===== config.mk =====
export PLATFORM = sky130hd
export DESIGN_NAME = ecg_peak_scan
export DESIGN_NICKNAME = d
export VERILOG_FILES = /design/src/rtl/ecg_peak_pkg.sv /design/src/rtl/ecg_base_diff.sv /design/src/rtl/ecg_beat_counter.sv /design/src/rtl/ecg_extreme_track.sv /design/src/rtl/ecg_peak_scan.sv
export SDC_FILE = /design/constraint.sdc
export NUM_CORES = 1
export LEC_CHECK = 0
export ABC_AREA = 0
export ABC_CLOCK_PERIOD_IN_PS = 13300
export BUFFER_PORTS_ARGS = -buffer_cell sky130_fd_sc_hd__buf_4
export CORE_AREA = 2 2 102 104
export CTS_CLUSTER_SIZE = 8
export DETAILED_ROUTE_END_ITERATION = 12
export DIE_AREA = 0 0 104 106
export PLACE_DENSITY = 0.74
export SYNTH_ARGS = -nofsm -noshare
export SYNTH_HDL_FRONTEND = slang
export SYNTH_SLANG_ARGS = --single-unit

===== constraint.sdc =====
create_clock -name clk -period 13.3 [get_ports clk]
set_input_delay 3.325 -clock clk [delete_from_list [all_inputs] [get_ports clk]]
set_output_delay 3.325 -clock clk [all_outputs]
set_load 0.1 [all_outputs]

===== src/rtl/ecg_peak_pkg.sv =====
package ecg_peak_pkg;
   typedef enum logic {PK_HIGH = 1'b0, PK_LOW = 1'b1} pk_pol_e;

   function automatic int idx_bits(input int len);
      return (len < 2) ? 1 : $clog2(len);
   endfunction
endpackage


===== src/rtl/ecg_base_diff.sv =====
module ecg_base_diff #(
   parameter int SAMPLE_W = 12,
   localparam int DIFF_W = SAMPLE_W + 1
) (
   input  logic [SAMPLE_W-1:0]      smp,
   input  logic [SAMPLE_W-1:0]      base,
   output logic signed [DIFF_W-1:0] exc
);
   always_comb exc = $signed({1'b0, smp}) - $signed({1'b0, base});
endmodule


===== src/rtl/ecg_beat_counter.sv =====
module ecg_beat_counter #(
   parameter int BEAT_LEN = 160,
   localparam int IDX_W = ecg_peak_pkg::idx_bits(BEAT_LEN)
) (
   input  logic             clk,
   input  logic             rst_n,
   input  logic             start,
   input  logic             valid,
   output logic             take,
   output logic             first,
   output logic             last,
   output logic [IDX_W-1:0] idx
);
   localparam logic [IDX_W-1:0] LAST_IDX = IDX_W'(BEAT_LEN - 1);

   logic             open_q;
   logic [IDX_W-1:0] cnt_q;

   always_comb begin
      idx   = start ? '0 : cnt_q;
      take  = valid && (start || open_q);
      first = take && (idx == '0);
      last  = take && (idx == LAST_IDX);
   end

   always_ff @(posedge clk) begin
      if (!rst_n) begin
         open_q <= 1'b0;
         cnt_q  <= '0;
      end else if (start) begin
         open_q <= 1'b1;
         cnt_q  <= valid ? IDX_W'(1) : '0;
      end else if (take) begin
         if (last) begin
            open_q <= 1'b0;
            cnt_q  <= '0;
         end else begin
            cnt_q <= cnt_q + IDX_W'(1);
         end
      end
   end
endmodule


===== src/rtl/ecg_extreme_track.sv =====
module ecg_extreme_track
   import ecg_peak_pkg::*;
#(
   parameter int      VAL_W = 13,
   parameter int      IDX_W = 8,
   parameter pk_pol_e POL   = PK_HIGH
) (
   input  logic                    clk,
   input  logic                    rst_n,
   input  logic                    take,
   input  logic                    first,
   input  logic signed [VAL_W-1:0] exc,
   input  logic [IDX_W-1:0]        idx,
   output logic signed [VAL_W-1:0] nxt_val,
   output logic [IDX_W-1:0]        nxt_idx
);
   logic signed [VAL_W-1:0] best_q;
   logic [IDX_W-1:0]        best_idx_q;
   logic                    beats;

   generate
      if (POL == PK_HIGH) begin : g_high
         always_comb beats = exc > best_q;
      end else begin : g_low
         always_comb beats = exc < best_q;
      end
   endgenerate

   always_comb begin
      if (take && (first || beats)) begin
         nxt_val = exc;
         nxt_idx = idx;
      end else begin
         nxt_val = best_q;
         nxt_idx = best_idx_q;
      end
   end

   always_ff @(posedge clk) begin
      if (!rst_n) begin
         best_q     <= '0;
         best_idx_q <= '0;
      end else begin
         best_q     <= nxt_val;
         best_idx_q <= nxt_idx;
      end
   end
endmodule


===== src/rtl/ecg_peak_scan.sv =====
module ecg_peak_scan
   import ecg_peak_pkg::*;
#(
   parameter int SAMPLE_W = 12,
   parameter int BEAT_LEN = 160,
   localparam int DIFF_W = SAMPLE_W + 1,
   localparam int IDX_W  = idx_bits(BEAT_LEN)
) (
   input  logic                     clk,
   input  logic                     rst_n,
   input  logic                     beat_start_i,
   input  logic                     smp_valid_i,
   input  logic [SAMPLE_W-1:0]      smp_i,
   input  logic [SAMPLE_W-1:0]      base_i,
   output logic                     done_o,
   output logic signed [DIFF_W-1:0] pk_val_o,
   output logic [IDX_W-1:0]         pk_idx_o,
   output logic signed [DIFF_W-1:0] tr_val_o,
   output logic [IDX_W-1:0]         tr_idx_o
);
   generate
      if (SAMPLE_W < 2) begin : g_bad_w
         $error("SAMPLE_W must be at least 2");
      end
      if (BEAT_LEN < 2) begin : g_bad_len
         $error("BEAT_LEN must be at least 2");
      end
   endgenerate

   logic                     take, first, last;
   logic [IDX_W-1:0]         idx;
   logic signed [DIFF_W-1:0] exc;
   logic signed [DIFF_W-1:0] hi_val, lo_val;
   logic [IDX_W-1:0]         hi_idx, lo_idx;

   ecg_beat_counter #(.BEAT_LEN(BEAT_LEN)) u_cnt (
      .clk(clk), .rst_n(rst_n), .start(beat_start_i), .valid(smp_valid_i),
      .take(take), .first(first), .last(last), .idx(idx));

   ecg_base_diff #(.SAMPLE_W(SAMPLE_W)) u_diff (
      .smp(smp_i), .base(base_i), .exc(exc));

   ecg_extreme_track #(.VAL_W(DIFF_W), .IDX_W(IDX_W), .POL(PK_HIGH)) u_hi (
      .clk(clk), .rst_n(rst_n), .take(take), .first(first), .exc(exc),
      .idx(idx), .nxt_val(hi_val), .nxt_idx(hi_idx));

   ecg_extreme_track #(.VAL_W(DIFF_W), .IDX_W(IDX_W), .POL(PK_LOW)) u_lo (
      .clk(clk), .rst_n(rst_n), .take(take), .first(first), .exc(exc),
      .idx(idx), .nxt_val(lo_val), .nxt_idx(lo_idx));

   always_ff @(posedge clk) begin
      if (!rst_n) begin
         done_o   <= 1'b0;
         pk_val_o <= '0;
         pk_idx_o <= '0;
         tr_val_o <= '0;
         tr_idx_o <= '0;
      end else begin
         done_o <= last;
         if (last) begin
            pk_val_o <= hi_val;
            pk_idx_o <= hi_idx;
            tr_val_o <= lo_val;
            tr_idx_o <= lo_idx;
         end
      end
   end
endmodule


=== Word level (Yosys, flattened, before mapping) ===
Cells that the tools add are included.

* Bits in registers: 94
* Word-level logic and storage cells: 40

* Add/subtract/negate cells: 2
* Order comparisons: 2
* Eq/ne operators: 1
* Multiplexer cells: 12
* Reduce and logical (&&, ||, !) cells: 12

{| class="wikitable"
|+ Operators with widths
! cell !! count
|-
| $mux W8 || 6
|-
| $mux W13 || 2
|-
| $gt A13 B13 Y1 || 1
|-
| $lt A13 B13 Y1 || 1
|-
| $sub A12 B12 Y13 || 1
|-
| $add A8 B1 Y8 const B || 1
|-
| $eq A8 B8 Y1 const B || 1
|-
| $logic_not A8 Y1 || 1
|-
| $logic_and A1 B1 Y1 || 5
|-
| $mux W1 || 4
|-
| $reduce_bool A2 Y1 || 2
|-
| $logic_or A1 B1 Y1 || 3
|-
| $reduce_and A2 Y1 || 1
|}

=== Longest topological paths before layout ===
Gate-level depths: netlist of the first run.

* Depth after elaboration: 6
* Gate-level depth with buffers: 18
* Mapped depth without buffers: 16

=== Hierarchy ===
Synthesis of the first run repeated with hierarchy kept, for this count alone.

* Cells, all modules: 622
* Area total of the unflattened synthesis: 5785.5 um2

{| class="wikitable"
|+ Modules (own cells, without submodules)
! module !! times used !! cells each !! area an instance (um2) !! seq. area each (um2)
|-
| ecg_peak_scan || 1 || 137 || 1656.6 || 860.8
|-
| ecg_extreme_track at u_lo || 1 || 163 || 1472.7 || 420.4
|-
| ecg_extreme_track at u_hi || 1 || 165 || 1462.7 || 420.4
|-
| ecg_base_diff || 1 || 91 || 668.1 || 0.0
|-
| ecg_beat_counter || 1 || 66 || 525.5 || 180.2
|}

=== Worst setup path before layout of the first run ===
Ideal clock, no wire load.

* Kind: input port to flip-flop
* Start: input base_i[3]
* End: register u_hi.best_idx_q[7]
* Arrival: 6746 ps
* Required time: 13172 ps
* Setup slack: 6426 ps
* Stages: 16
* Path buffers: 2
* Cells stage by stage: inv_1 -> ha_1 -> a21o_1 -> a21oi_1 -> a2111oi_4 -> mux2i_1 -> or4_4 -> ha_1 -> and4_1 -> a221oi_1 -> a21oi_1 -> nor3_1 -> buf_4 -> buf_2 -> mux2i_1 -> nor2_1

* Longest elaborated chain between the ends: 5

{| class="wikitable"
|+ Ends and longest elaborated chain
! what !! line !! RTL
|-
| from (decl) || ecg_peak_scan.sv:14 || <nowiki>input logic [SAMPLE_W-1:0] base_i,</nowiki>
|-
| $sub A12 B12 Y13 || ecg_base_diff.sv:9 || <nowiki>always_comb exc = $signed({1'b0, smp}) - $signed({1'b0, base});</nowiki>
|-
| $gt A13 B13 Y1 || ecg_extreme_track.sv:23 || <nowiki>always_comb beats = exc > best_q;</nowiki>
|-
| $logic_or A1 B1 Y1 || ecg_extreme_track.sv:30 || <nowiki>if (take && (first || beats)) begin</nowiki>
|-
| $logic_and A1 B1 Y1 || ecg_extreme_track.sv:30 ||
|-
| $mux W8 || ecg_extreme_track.sv:30 ||
|-
| to (signal assigned) || ecg_extreme_track.sv:45 || <nowiki>best_idx_q <= nxt_idx;</nowiki>
|-
| to (decl) || ecg_extreme_track.sv:18 || <nowiki>logic [IDX_W-1:0] best_idx_q;</nowiki>
|}

Every way passes these cells.
A chain may end at the register's enable or synchronous reset.

=== Final worst setup path of the first run ===
* Start: input smp_i[3]
* End: register pk_idx_o[3]

* Longest elaborated chain between the ends: 5

{| class="wikitable"
|+ Ends and longest elaborated chain
! what !! line !! RTL
|-
| from (decl) || ecg_peak_scan.sv:13 || <nowiki>input logic [SAMPLE_W-1:0] smp_i,</nowiki>
|-
| $sub A12 B12 Y13 || ecg_base_diff.sv:9 ||
|-
| $gt A13 B13 Y1 || ecg_extreme_track.sv:23 ||
|-
| $logic_or A1 B1 Y1 || ecg_extreme_track.sv:30 ||
|-
| $logic_and A1 B1 Y1 || ecg_extreme_track.sv:30 ||
|-
| $mux W8 || ecg_extreme_track.sv:30 ||
|-
| to (signal assigned) || ecg_peak_scan.sv:62 || <nowiki>pk_idx_o <= hi_idx;</nowiki>
|-
| to (decl) || ecg_peak_scan.sv:17 || <nowiki>output logic [IDX_W-1:0] pk_idx_o,</nowiki>
|}

Every way passes these cells.

==> parameters.txt, run 1 <==
Parameter                              Value

Synth
  Top cells by area, synth    dfxtp_1 (39%), ha_1 (9.7%), o21ai_0 (6.8%), a21oi_1 (6.0%), mux2i_1 (4.7%)
  Number of flip-flops and latches in the synthesized netlist    94
  Top-count cell post-synth    dfxtp_1
  Commonest register cell after synthesis    dfxtp_1
  Net Count, Synth    649
  Sequential-to-total area share from yosys stat    38.5%
  Share of synthesized registers carrying an async set or reset    0%
  Count of different cell masters after synthesis    50
  Cell accounting for the most synthesized area    dfxtp_1
  Number of flops mapped to enable cells by yosys    0
  Yosys warns    0
  Gate count after technology mapping    582
  Fraction of synthesized cell area taken by the top area cell type    38.5%
  Mean instance size in the synthesized netlist    8.40 um2
  Post-synth top cells    dfxtp_1 (94), o21ai_0 (66), a21oi_1 (59)
  Combined area of all synthesized cells    0.00489 mm2

Global routing
  Remaining Overflow, GRT    0
  Antenna violations before repair    0
  Maximum number of pins on one net before global-route repair    51
  Vias in the first global route    4,156
  First-pass GRT wire length    20.6 mm
  Overall routing resource usage    23.0%

Setup path
  Bufs and invs on worst path    2
  Top cell by count, worst path    a21oi_1
  R2R Path End    pk_idx_o[3]
  CP Launch Type    input port
  Arrival time worst endpoint    7.88 ns
  Data required time of the critical path    13.56 ns
  Worst reg2reg path startpoint    u_hi.best_q[2]
  CP Capture Type    register
  Worst R2R Path Depth    10
  Top cell family by delay on the critical path    simple AND/OR/NAND/NOR gates
  CP Cell Sequence    buf_4 > ha_1 > a21o_1 > a21oi_1 > a2111oi_4 > mux2i_1 > or4_4 > ha_1 > and4_1 > a221oi_1 > a21oi_1 > nor3_2 > buf_4 > mux2i_1 > a21oi_1
  Worst setup path class    input port to register
  Register-to-Register Setup Slack    10.15 ns
  Library cell contributing the largest single delay on the critical path    nor3_2
  Biggest fanout along the worst timing path    22
  Largest stage delay on the critical path    0.65 ns

STA
  Max-Slew Margin vs Limit    40.0%
  Top achievable clock speed    131 MHz
  Final hold violation count    0
  RSZ-0062 raised after global routing    false
  Maximum clock skew at final layout    0.0123 ns
  Time the final worst path needs with I/O delays and setup    7.62 ns
  WHS    0.475 ns
  Setup TNS    0 ns
  Max-slew violation count    0
  Count of endpoints failing setup in the final report    0
  Worst-margin pin slew    0.900 ns
  Part of the cycle the worst path needs    57.3%

Routing
  Number of detailed-route iterations in the first pass    5
  Metal1 wirelength    5.78 mm
  Overall via count from detail_route    4,447
  Wire per inst    15.9 um
  Met3 Routed Length    640 um
  Routed Antenna Nets    0
  Length of routed met2 wiring    5.59 mm
  Top metal layer carrying routed signals    met4
  Total Routed Length    12.3 mm
  Post-route DRC    0
  Number of DRC markers after the initial detailed-route iteration    340
  Routed via count divided by cell count    5.75

Final layout
  Synthesis-to-finish area growth    16.2%
  Fraction of the core area covered by cells at the end of the flow    56.8%
  Count of nets after finishing    700
  Final-layout fill cell count    965
  Number of inserted diodes    0
  Fraction of final layout cells sized beyond drive strength 1    15.8%

Clock network
  Number of setup buffers added after CTS    0
  Buffers from clock root to sink, at most    2
  Clk root buf    clkbuf_8
  Clk_lat worst skew    0.38 ns
  Clock transition at path regs    0.11 ns
  H-tree lvl count    3
  CTS tree    done
  Clock sink total    94
  Count of instances resized after the clock tree is built    0
  Number of buffers added to fix hold violations after cts    0
  Number of CTS-inserted buffers    9

Floorplanning
  Row count    37
  Area of the core    0.0100 mm2
  Vertical die dimension    106 um
  Chip Width    104 um
  Die footprint    0.0110 mm2
  Ports placed on the boundary    71
  Effective utilization at floorplan    48.9%

Worst hold path
  Worst hold path stage count    2
  Endpoint with the worst hold slack    u_lo.best_idx_q[7]
  Path category of the worst min-delay check    register to register
  Min-delay src    u_lo.best_idx_q[7]

Status
  Result of the run    completed

Power and ir drop
  Standby leakage power    2.42 nW
  Power density over the cells    117 mW/mm2
  Peak supply drop    0.0730 mV

Placed design
  Placed wire-length estimate after detailed placement    8.88 mm
  Routability cong.    0.926
  Port Buf Inserts    70

Flow run
  Max-capacitance violation count    0
==> power breakdown <==
part	switching (W)	internal (W)	leakage [nW]
Combinational	0.000107	0.0000682	1.57
Sequential	0.00000701	0.000295	0.762
Clock	0.000114	0.0000721	0.0872
==> flip-flops by register name, indices dropped and copies added (netlist names) <==
name / count
pk_val_o: 13
tr_val_o: 13
u_hi.best_q: 13
u_lo.best_q: 13
pk_idx_o: 8
tr_idx_o: 8
u_cnt.cnt_q: 8
u_hi.best_idx_q: 8
u_lo.best_idx_q: 8
done_o: 1
u_cnt.open_q: 1
==> worst min-delay path, cell delays in order, from the launching register on <==
cell	delay, ns
dfxtp_1	0.32
nand3_1	0.06
a21oi_1	0.05
==> area by class of cell <==
| class | count | area [um2] | share of cell area (%) |
|---|---|---|---|
| multi-input cells | 407 | 2700 | 47.5 |
| flip-flops and latches | 94 | 1880 | 33.1 |
| repair buffers | 75 | 563 | 9.92 |
| inverters | 46 | 173 | 3.04 |
| well taps | 136 | 170 | 3.00 |
| clock buffers | 9 | 124 | 2.18 |
| clock inverters | 7 | 67.6 | 1.19 |
==> stage by stage <==
step / cells / area [um2] / setup WS [ns] / total power [W]
floorplan: 582 / 4890 / 6.43 / 0.000434
global placement: 758 / 5490 / 5.55 / 0.000477
detailed placement: 758 / 5490 / 5.47 / 0.000481
CTS: 774 / 5680 / 5.76 / 0.000667
global route: 774 / 5680 / 5.40 / 0.000704
finish: 774 / 5680 / 5.68 / 0.000663
==> logic make-up after synthesis <==
| kind of cell | after synthesis | synth area share, % |
|---|---|---|
| mux | 24 | 4.94 |
| fa+ha+maj | 39 | 10.1 |
| flops | 94 | 38.5 |
| compound gates | 187 | 23.0 |
| simple gates | 149 | 15.5 |
| buf+inv | 81 | 6.40 |
| xor+xnor | 8 | 1.43 |
==> placed cells by master (no fill, tap or decap), drive strengths merged, types with 5 or more instances in the layout <==
cell / count
a211oi: 9
a21o: 7
a21oi: 59
a31oi: 18
and4: 9
buf: 75
clkbuf: 9
dfxtp: 94
ha: 38
inv: 49
mux2i: 23
nand2: 25
nand2b: 5
nand3: 31
nand4: 5
nor2: 42
nor2b: 14
nor3: 5
o21ai: 67
xor2: 5
==> routing by layer <==
layer	vias up	track usage, %
met5	-	0
met4	0	8.30
met3	24	3.56
met2	122	37.1
met1	2114	31.5
li1	2187	-
==> worst max-delay path by stage <==
| stage | start | depth (start not counted) | slack [ns] | end |
|---|---|---|---|---|
| 2_1_floorplan | base_i[3] | 16 | 6.43 | u_hi.best_idx_q[7] |
| 3_5_place_dp | smp_i[3] | 15 | 5.47 | pk_idx_o[6] |
| 4_1_cts | smp_i[3] | 15 | 5.76 | pk_idx_o[3] |
| 6_report | smp_i[3] | 15 | 5.68 | pk_idx_o[3] |
| 3_3_place_gp | smp_i[3] | 15 | 5.55 | pk_idx_o[0] |
| 5_1_grt | smp_i[0] | 17 | 5.40 | pk_idx_o[3] |
Note: power is estimated with default switching activity, not from simulation.
==> run 2, diff against run 1 <==
ABC_AREA = 1   (was 0)
ABC_CLOCK_PERIOD_IN_PS = 6500   (was 13300)
CORE_AREA = 2 2 105 107   (was 2 2 102 104)
DIE_AREA = 0 0 107 109   (was 0 0 104 106)
PLACE_DENSITY = 0.77   (was 0.74)
clock period = 6.5 ns   (was 13.3 ns; I/O delays follow)
==> parameters.txt, run 2 <==
Parameter                              Value

Synth
  Number of flops mapped to enable cells by yosys    0 (unchanged)
  Commonest register cell after synthesis    dfxtp_1
  Fraction of synthesized cell area taken by the top area cell type    36.3% (-2.2 points)
  Combined area of all synthesized cells    0.00518 mm2 (+6.1%)
  Yosys warns    0 (unchanged)
  Count of different cell masters after synthesis    28 (-44%)
  Cell accounting for the most synthesized area    dfxtp_1
  Sequential-to-total area share from yosys stat    36.3% (-2.2 points)
  Number of flip-flops and latches in the synthesized netlist    94 (unchanged)
  Mean instance size in the synthesized netlist    6.69 um2 (-20%)
  Post-synth top cells    nand2_1 (136), nand3_1 (125), inv_1 (120)
  Top cells by area, synth    dfxtp_1 (36%), nand3_1 (12%), nand2_1 (9.8%), ha_1 (9.2%), inv_1 (8.7%)
  Net Count, Synth    842 (+30%)
  Top-count cell post-synth    nand2_1
  Gate count after technology mapping    775 (+33%)
  Share of synthesized registers carrying an async set or reset    0% (unchanged)

Final layout
  Fraction of final layout cells sized beyond drive strength 1    11.5% (-4.3 points)
  Number of inserted diodes    0 (unchanged)
  FF/Latch Area    0.00188 mm2 (unchanged)
  Count of nets after finishing    896 (+28%)
  Non-Filler Cell Area, Final    0.00601 mm2 (+5.9%)
  Final-layout fill cell count    1,014 (+5.1%)
  Most frequent cells in the layout    nand2_1 (136), nand3_1 (125), inv_1 (120)
  Non-filler instance count after layout    973 (+26%)
  Most common cell after layout, fill and taps aside    nand2_1
  Synthesis-to-finish area growth    16.0%
  Multi-input logic area    0.00268 mm2 (-0.70%)

Floorplanning
  Row count    38 (+2.7%)
  Die footprint    0.0117 mm2 (+5.8%)
  Area of the core    0.0106 mm2 (+6.0%)
  Chip Width    107 um (+2.9%)
  Effective utilization at floorplan    48.9% (about the same)
  Ports placed on the boundary    71 (unchanged)
  Vertical die dimension    109 um (+2.8%)

Routing
  Routed via count divided by cell count    4.99 (-13%)
  Total Routed Length    11.6 mm (-5.2%)
  Routed Antenna Nets    0 (unchanged)
  Wire per inst    12.0 um (-25%)
  Post-route DRC    0 (unchanged)
  Overall via count from detail_route    4,859 (+9.3%)
  Number of detailed-route iterations in the first pass    5 (unchanged)
  Number of DRC markers after the initial detailed-route iteration    333 (-2.1%)

Power and ir drop
  Peak supply drop    0.106 mV (+45%)
  Standby leakage power    2.92 nW (+21%)
  Power density over the cells    232 mW/mm2 (+99%)
  Power Total    0.00140 W (+110%)

STA
  Worst-margin pin slew    0.830 ns (-0.0695 ns)
  Max-slew violation count    0 (unchanged)
  Count of endpoints failing setup in the final report    0 (unchanged)
  Max-Slew Margin vs Limit    44.5% (+4.5 points)
  Maximum clock skew at final layout    0.0146 ns (+0.00229 ns)
  RSZ-0062 raised after global routing    false
  Part of the cycle the worst path needs    76.4%
  Time the final worst path needs with I/O delays and setup    4.97 ns
  Top achievable clock speed    201 MHz
  Setup TNS    0 ns (unchanged)
  Final hold violation count    0 (unchanged)
  WHS    0.472 ns (-0.00309 ns)

Global routing
  Maximum number of pins on one net before global-route repair    56 (+9.8%)
  First-pass GRT wire length    19.5 mm (-5.5%)
  Overall routing resource usage    20.6% (-2.4 points)
  Vias in the first global route    4,402 (+5.9%)
  Remaining Overflow, GRT    0 (unchanged)
  Antenna violations before repair    0 (unchanged)

Worst hold path
  Endpoint with the worst hold slack    u_hi.best_idx_q[5]
  Worst hold path stage count    2 (unchanged)
  Min-delay src    u_hi.best_idx_q[5]
  Path category of the worst min-delay check    register to register

Clock network
  H-tree lvl count    3 (unchanged)
  Clock transition at path regs    0.09 ns (-0.02 ns)
  Number of CTS-inserted buffers    9 (unchanged)
  Clock sink total    94 (unchanged)
  Clk root buf    clkbuf_8
  CTS tree    done
  Clk_lat worst skew    0.37 ns (about the same)
  Buffers from clock root to sink, at most    2 (unchanged)
  Number of buffers added to fix hold violations after cts    0 (unchanged)
  Number of setup buffers added after CTS    0 (unchanged)
  Count of instances resized after the clock tree is built    0 (unchanged)

Setup path
  CP Capture Type    register
  Data required time of the critical path    6.77 ns (-6.79 ns)
  Arrival time worst endpoint    5.23 ns (-2.65 ns)
  Register-to-Register Setup Slack    3.65 ns (-6.50 ns)
  Worst R2R Path Depth    11 (+1)
  Worst setup path class    input port to register
  Biggest fanout along the worst timing path    21 (-4.5%)
  CP Launch Type    input port
  R2R Path End    tr_val_o[8]
  Worst reg2reg path startpoint    u_cnt.open_q

Placed design
  Placed wire-length estimate after detailed placement    8.08 mm (-9.0%)
  Port Buf Inserts    70 (unchanged)
  Post-place instance area    0.00577 mm2 (+5.2%)
  Total placed cells including tap cells    958 (+26%)
  Routability cong.    0.856 (-7.6%)

Status
  Result of the run    completed

Flow run
  Max-capacitance violation count    0 (unchanged)
==> run 2: worst max-delay path by stage <==
stage / endpoint / slack, ns / start
2_1_floorplan: tr_val_o[2] / 2.09 / smp_i[0]
4_1_cts: tr_val_o[7] / 1.58 / smp_i[0]
5_1_grt: tr_val_o[12] / 1.20 / smp_i[0]
3_5_place_dp: tr_idx_o[7] / 1.19 / smp_i[0]
3_3_place_gp: tr_idx_o[1] / 1.30 / smp_i[0]
6_report: tr_val_o[8] / 1.53 / smp_i[0]
==> run 2: logic make-up after synthesis <==
| group | after synthesis | synth area share, % |
|---|---|---|
| AOI/OAI and AO/OA | 82 | 8.21 |
| xor gates and xnor gates | 9 | 1.52 |
| adders and majority gates | 39 | 9.56 |
| buffers and inverters | 157 | 12.0 |
| DFF | 94 | 36.3 |
| and+or+nand+nor | 394 | 32.4 |
==> run 2: cell type report <==
class,instances,area share (%)
sequential,94,31.3
clock buffer,9,2.06
clock inverter,6,1.94
inverter,124,7.74
tap,140,2.91
timing repair buffer,76,9.49
multi-input combinational,524,44.6
==> run 2: per-layer routing <==
layer / GRT usage [%] / vias to the layer above / part of all wire [%]
li1: - / 2569 / -
met1: 27.0 / 2150 / 48
met2: 35.1 / 125 / 46
met3: 3.53 / 15 / 4.9
met4: 5.66 / 0 / 1.2
met5: 0 / - / 0
==> run 2: worst max-delay path: stages <==
cell and delay [ns]:
buf_4 0.08, inv_1 0.03, ha_1 0.22, fa_1 0.42
o21ai_0 0.30, nand2_1 0.09, nand2_1 0.10, xor2_1 0.32
ha_1 0.33, a21oi_1 0.14, o21ai_0 0.12, a21oi_1 0.18
nand2_1 0.07, nand2_1 0.06, nand3_1 0.59, nand3_1 0.32
nand3_1 0.13, nand2_1 0.09, inv_1 0.04
==> run 2: stage by stage <==
stage               util, %  setup slack, ns
finish                 56.7             1.53
global placement       54.4             1.30
detailed placement     54.4             1.19
CTS                    56.7             1.58
floorplan                 -             2.09
global route           56.7             1.20
==> run 2: power by group <==
group / switching, W / internal [W] / leakage (nW)
Combinational: 0.000213 / 0.000112 / 2.04
Clock: 0.000209 / 0.000257 / 0.120
Sequential: 0.00000989 / 0.000594 / 0.760
Total: 0.000433 / 0.000962 / 2.92
==> run 3, diff against run 2 <==
ABC_CLOCK_PERIOD_IN_PS = 4750   (was 6500)
PLACE_DENSITY = 0.74   (was 0.77)
clock period = 4.75 ns   (was 6.5 ns; I/O delays follow)
==> parameters.txt, run 3 (synthesis gave the netlist of run 2 again) <==
Parameter                              Value

Status
  Result of the run    completed

Routing
  Overall via count from detail_route    4,895 (+0.74%)
  Number of DRC markers after the initial detailed-route iteration    275 (-17%)
  Routed Antenna Nets    0 (unchanged)
  Routed via count divided by cell count    4.97 (-0.39%)
  Wire per inst    11.8 um (-0.95%)
  Post-route DRC    0 (unchanged)
  Total Routed Length    11.7 mm (+0.17%)
  Number of detailed-route iterations in the first pass    4 (-1)

Power and ir drop
  Standby leakage power    2.95 nW (+1.2%)
  Power density over the cells    307 mW/mm2 (+32%)
  Peak supply drop    0.162 mV (+53%)
  Clock power share    30.5% (-2.9 points)
  Switch share    32.2% (+1.2 points)
  Switching power of the nets    0.000602 W (+39%)
  Internal Dissipation    0.00126 W (+31%)
  Combinational cell fraction of total power    25.3% (+2.0 points)
  Flop pwr share    44.2% (+1.0 points)

Setup path
  CP Launch Type    input port
  Register-to-Register Setup Slack    2.47 ns (-1.18 ns)
  Worst reg2reg path startpoint    u_cnt.cnt_q[5]
  Worst R2R Path Depth    10 (-1)
  Largest stage delay on the critical path    0.42 ns (-0.17 ns)
  Arrival time worst endpoint    4.44 ns (-0.79 ns)
  Top cell family by delay on the critical path    adder cells
  Data required time of the critical path    5.02 ns (-1.75 ns)
  CP Cell Sequence    buf_4 > inv_1 > ha_1 > fa_1 > o21ai_0 > nand2_1 > nand2_1 > xor2_1 > ha_1 > a21oi_1 > o21ai_0 > a21oi_1 > nand2_1 > nand2_1 > nand3_1 > buf_4 > nand3_1 > nand3_1 > nand2_1 > inv_1
  CP Capture Type    register
  Library cell contributing the largest single delay on the critical path    fa_1
  Biggest fanout along the worst timing path    9 (-57%)
  Top cell by count, worst path    nand2_1
  Bufs and invs on worst path    4 (+1)
  Worst Setup SP    smp_i[0]
  R2R Path End    tr_val_o[8]
  Worst setup path class    input port to register

Placed design
  Placed wire-length estimate after detailed placement    8.34 mm (+3.1%)
  Port Buf Inserts    70 (unchanged)
  Total placed cells including tap cells    968 (+1.0%)
  Post-place instance area    0.00586 mm2 (+1.5%)
  Routability cong.    0.844 (-1.4%)

Global routing
  Antenna violations before repair    0 (unchanged)
  Remaining Overflow, GRT    0 (unchanged)
  Maximum number of pins on one net before global-route repair    86 (+54%)
  First-pass GRT wire length    19.6 mm (+0.35%)
  Vias in the first global route    4,419 (+0.39%)
  Overall routing resource usage    20.7% (+0.13 points)

Worst hold path
  Path category of the worst min-delay check    register to register
  Worst hold path stage count    2 (unchanged)
  Endpoint with the worst hold slack    u_hi.best_idx_q[7]
  Min-delay src    u_hi.best_idx_q[7]

STA
  Part of the cycle the worst path needs    87.7%
  Max-Slew Margin vs Limit    59.0% (+15 points)
  Worst-margin pin slew    0.613 ns (-0.217 ns)
  Max-slew violation count    0 (unchanged)
  Count of endpoints failing setup in the final report    0 (unchanged)
  Setup TNS    0 ns (unchanged)
  Final hold violation count    0 (unchanged)
  Time the final worst path needs with I/O delays and setup    4.16 ns
  RSZ-0062 raised after global routing    false
  Top achievable clock speed    240 MHz
  Maximum clock skew at final layout    0.0116 ns (-0.00294 ns)

Final layout
  Count of nets after finishing    906 (+1.1%)
  Number of inserted diodes    0 (unchanged)
  Fraction of final layout cells sized beyond drive strength 1    12.7% (+1.2 points)
  Most frequent cells in the layout    nand2_1 (136), nand3_1 (125), inv_1 (120)
  Non-filler instance count after layout    984 (+1.1%)
  Synthesis-to-finish area growth    17.2%
  Non-Filler Cell Area, Final    0.00608 mm2 (+1.0%)
  Most common cell after layout, fill and taps aside    nand2_1

Clock network
  Count of instances resized after the clock tree is built    0 (unchanged)
  Clock sink total    94 (unchanged)
  CTS tree    done
  Number of setup buffers added after CTS    0 (unchanged)
  Number of CTS-inserted buffers    9 (unchanged)
  Number of buffers added to fix hold violations after cts    0 (unchanged)
  Clk_lat worst skew    0.37 ns (about the same)
  Clk root buf    clkbuf_8
  Clock transition at path regs    0.09 ns (about the same)
  H-tree lvl count    3 (unchanged)
  Buffers from clock root to sink, at most    2 (unchanged)

Flow run
  Max-capacitance violation count    0 (unchanged)

Floorplanning
  Chip Width    107 um (unchanged)
  Ports placed on the boundary    71 (unchanged)
  Effective utilization at floorplan    48.9% (unchanged)
  Row count    38 (unchanged)
  Die footprint    0.0117 mm2 (unchanged)
  Area of the core    0.0106 mm2 (unchanged)
  Vertical die dimension    109 um (unchanged)
[run 3: through the flow]
stage / total power, W / worst slack [ns] / util (%) / hold WS, ns
floorplan: 0.00118 / 0.777 / - / 0.446
global placement: 0.00130 / 0.328 / 55.3 / 0.455
detailed placement: 0.00131 / 0.246 / 55.3 / 0.461
CTS: 0.00188 / 0.633 / 57.3 / 0.476
global route: 0.00198 / 0.257 / 57.3 / 0.494
finish: 0.00187 / 0.586 / 57.3 / 0.470
[run 3: worst reg2reg max path: stages (launching register included)]
cell and delay, ns:
dfxtp_1 0.34, inv_1 0.08, nor2_1 0.28, nor3_1 0.11, nand3_1 0.39, nand3_1 0.38
buf_4 0.28, nand3_1 0.09, nand3_1 0.10, nand2_1 0.08, inv_1 0.04
[run 3: cell type report]
class / instances / area [um2]
sequential: 94 / 1880
clock inverter: 5 / 63.8
multi-input combinational: 524 / 2680
clock buffer: 11 / 151
inverter: 124 / 465
tap: 140 / 175
timing repair buffer: 86 / 658
fill: 1060 / 4530
[run 3: how the worst max path moves through the flow]
stage / to / slack, ns / cells past startpoint
after floorplan: tr_val_o[2] / 0.78 / 18
after global placement: pk_idx_o[7] / 0.33 / 23
after detailed placement: pk_idx_o[2] / 0.25 / 22
after CTS: pk_val_o[1] / 0.63 / 22
after global routing: tr_val_o[8] / 0.26 / 20
final: tr_val_o[8] / 0.59 / 20
[run 3: power by group through the flow]
| stage | logic (W) | registers [W] | clock network (W) |
|---|---|---|---|
| 2_1_floorplan | 0.000337 | 0.000840 | 0 |
| 3_3_place_gp | 0.000461 | 0.000842 | 0 |
| 3_5_place_dp | 0.000468 | 0.000843 | 0 |
| 4_1_cts | 0.000471 | 0.000825 | 0.000583 |
| 5_1_grt | 0.000539 | 0.000828 | 0.000614 |
| 6_report | 0.000472 | 0.000825 | 0.000569 |
[run 3: per-layer routing]
metal	GRT usage, %	part of all wire [%]	vias to the layer above
met1	27.2	47	2186
met4	5.38	0.96	0
met2	34.6	46	97
li1	-	-	2601
met3	4.66	5.8	11
met5	0	0	-
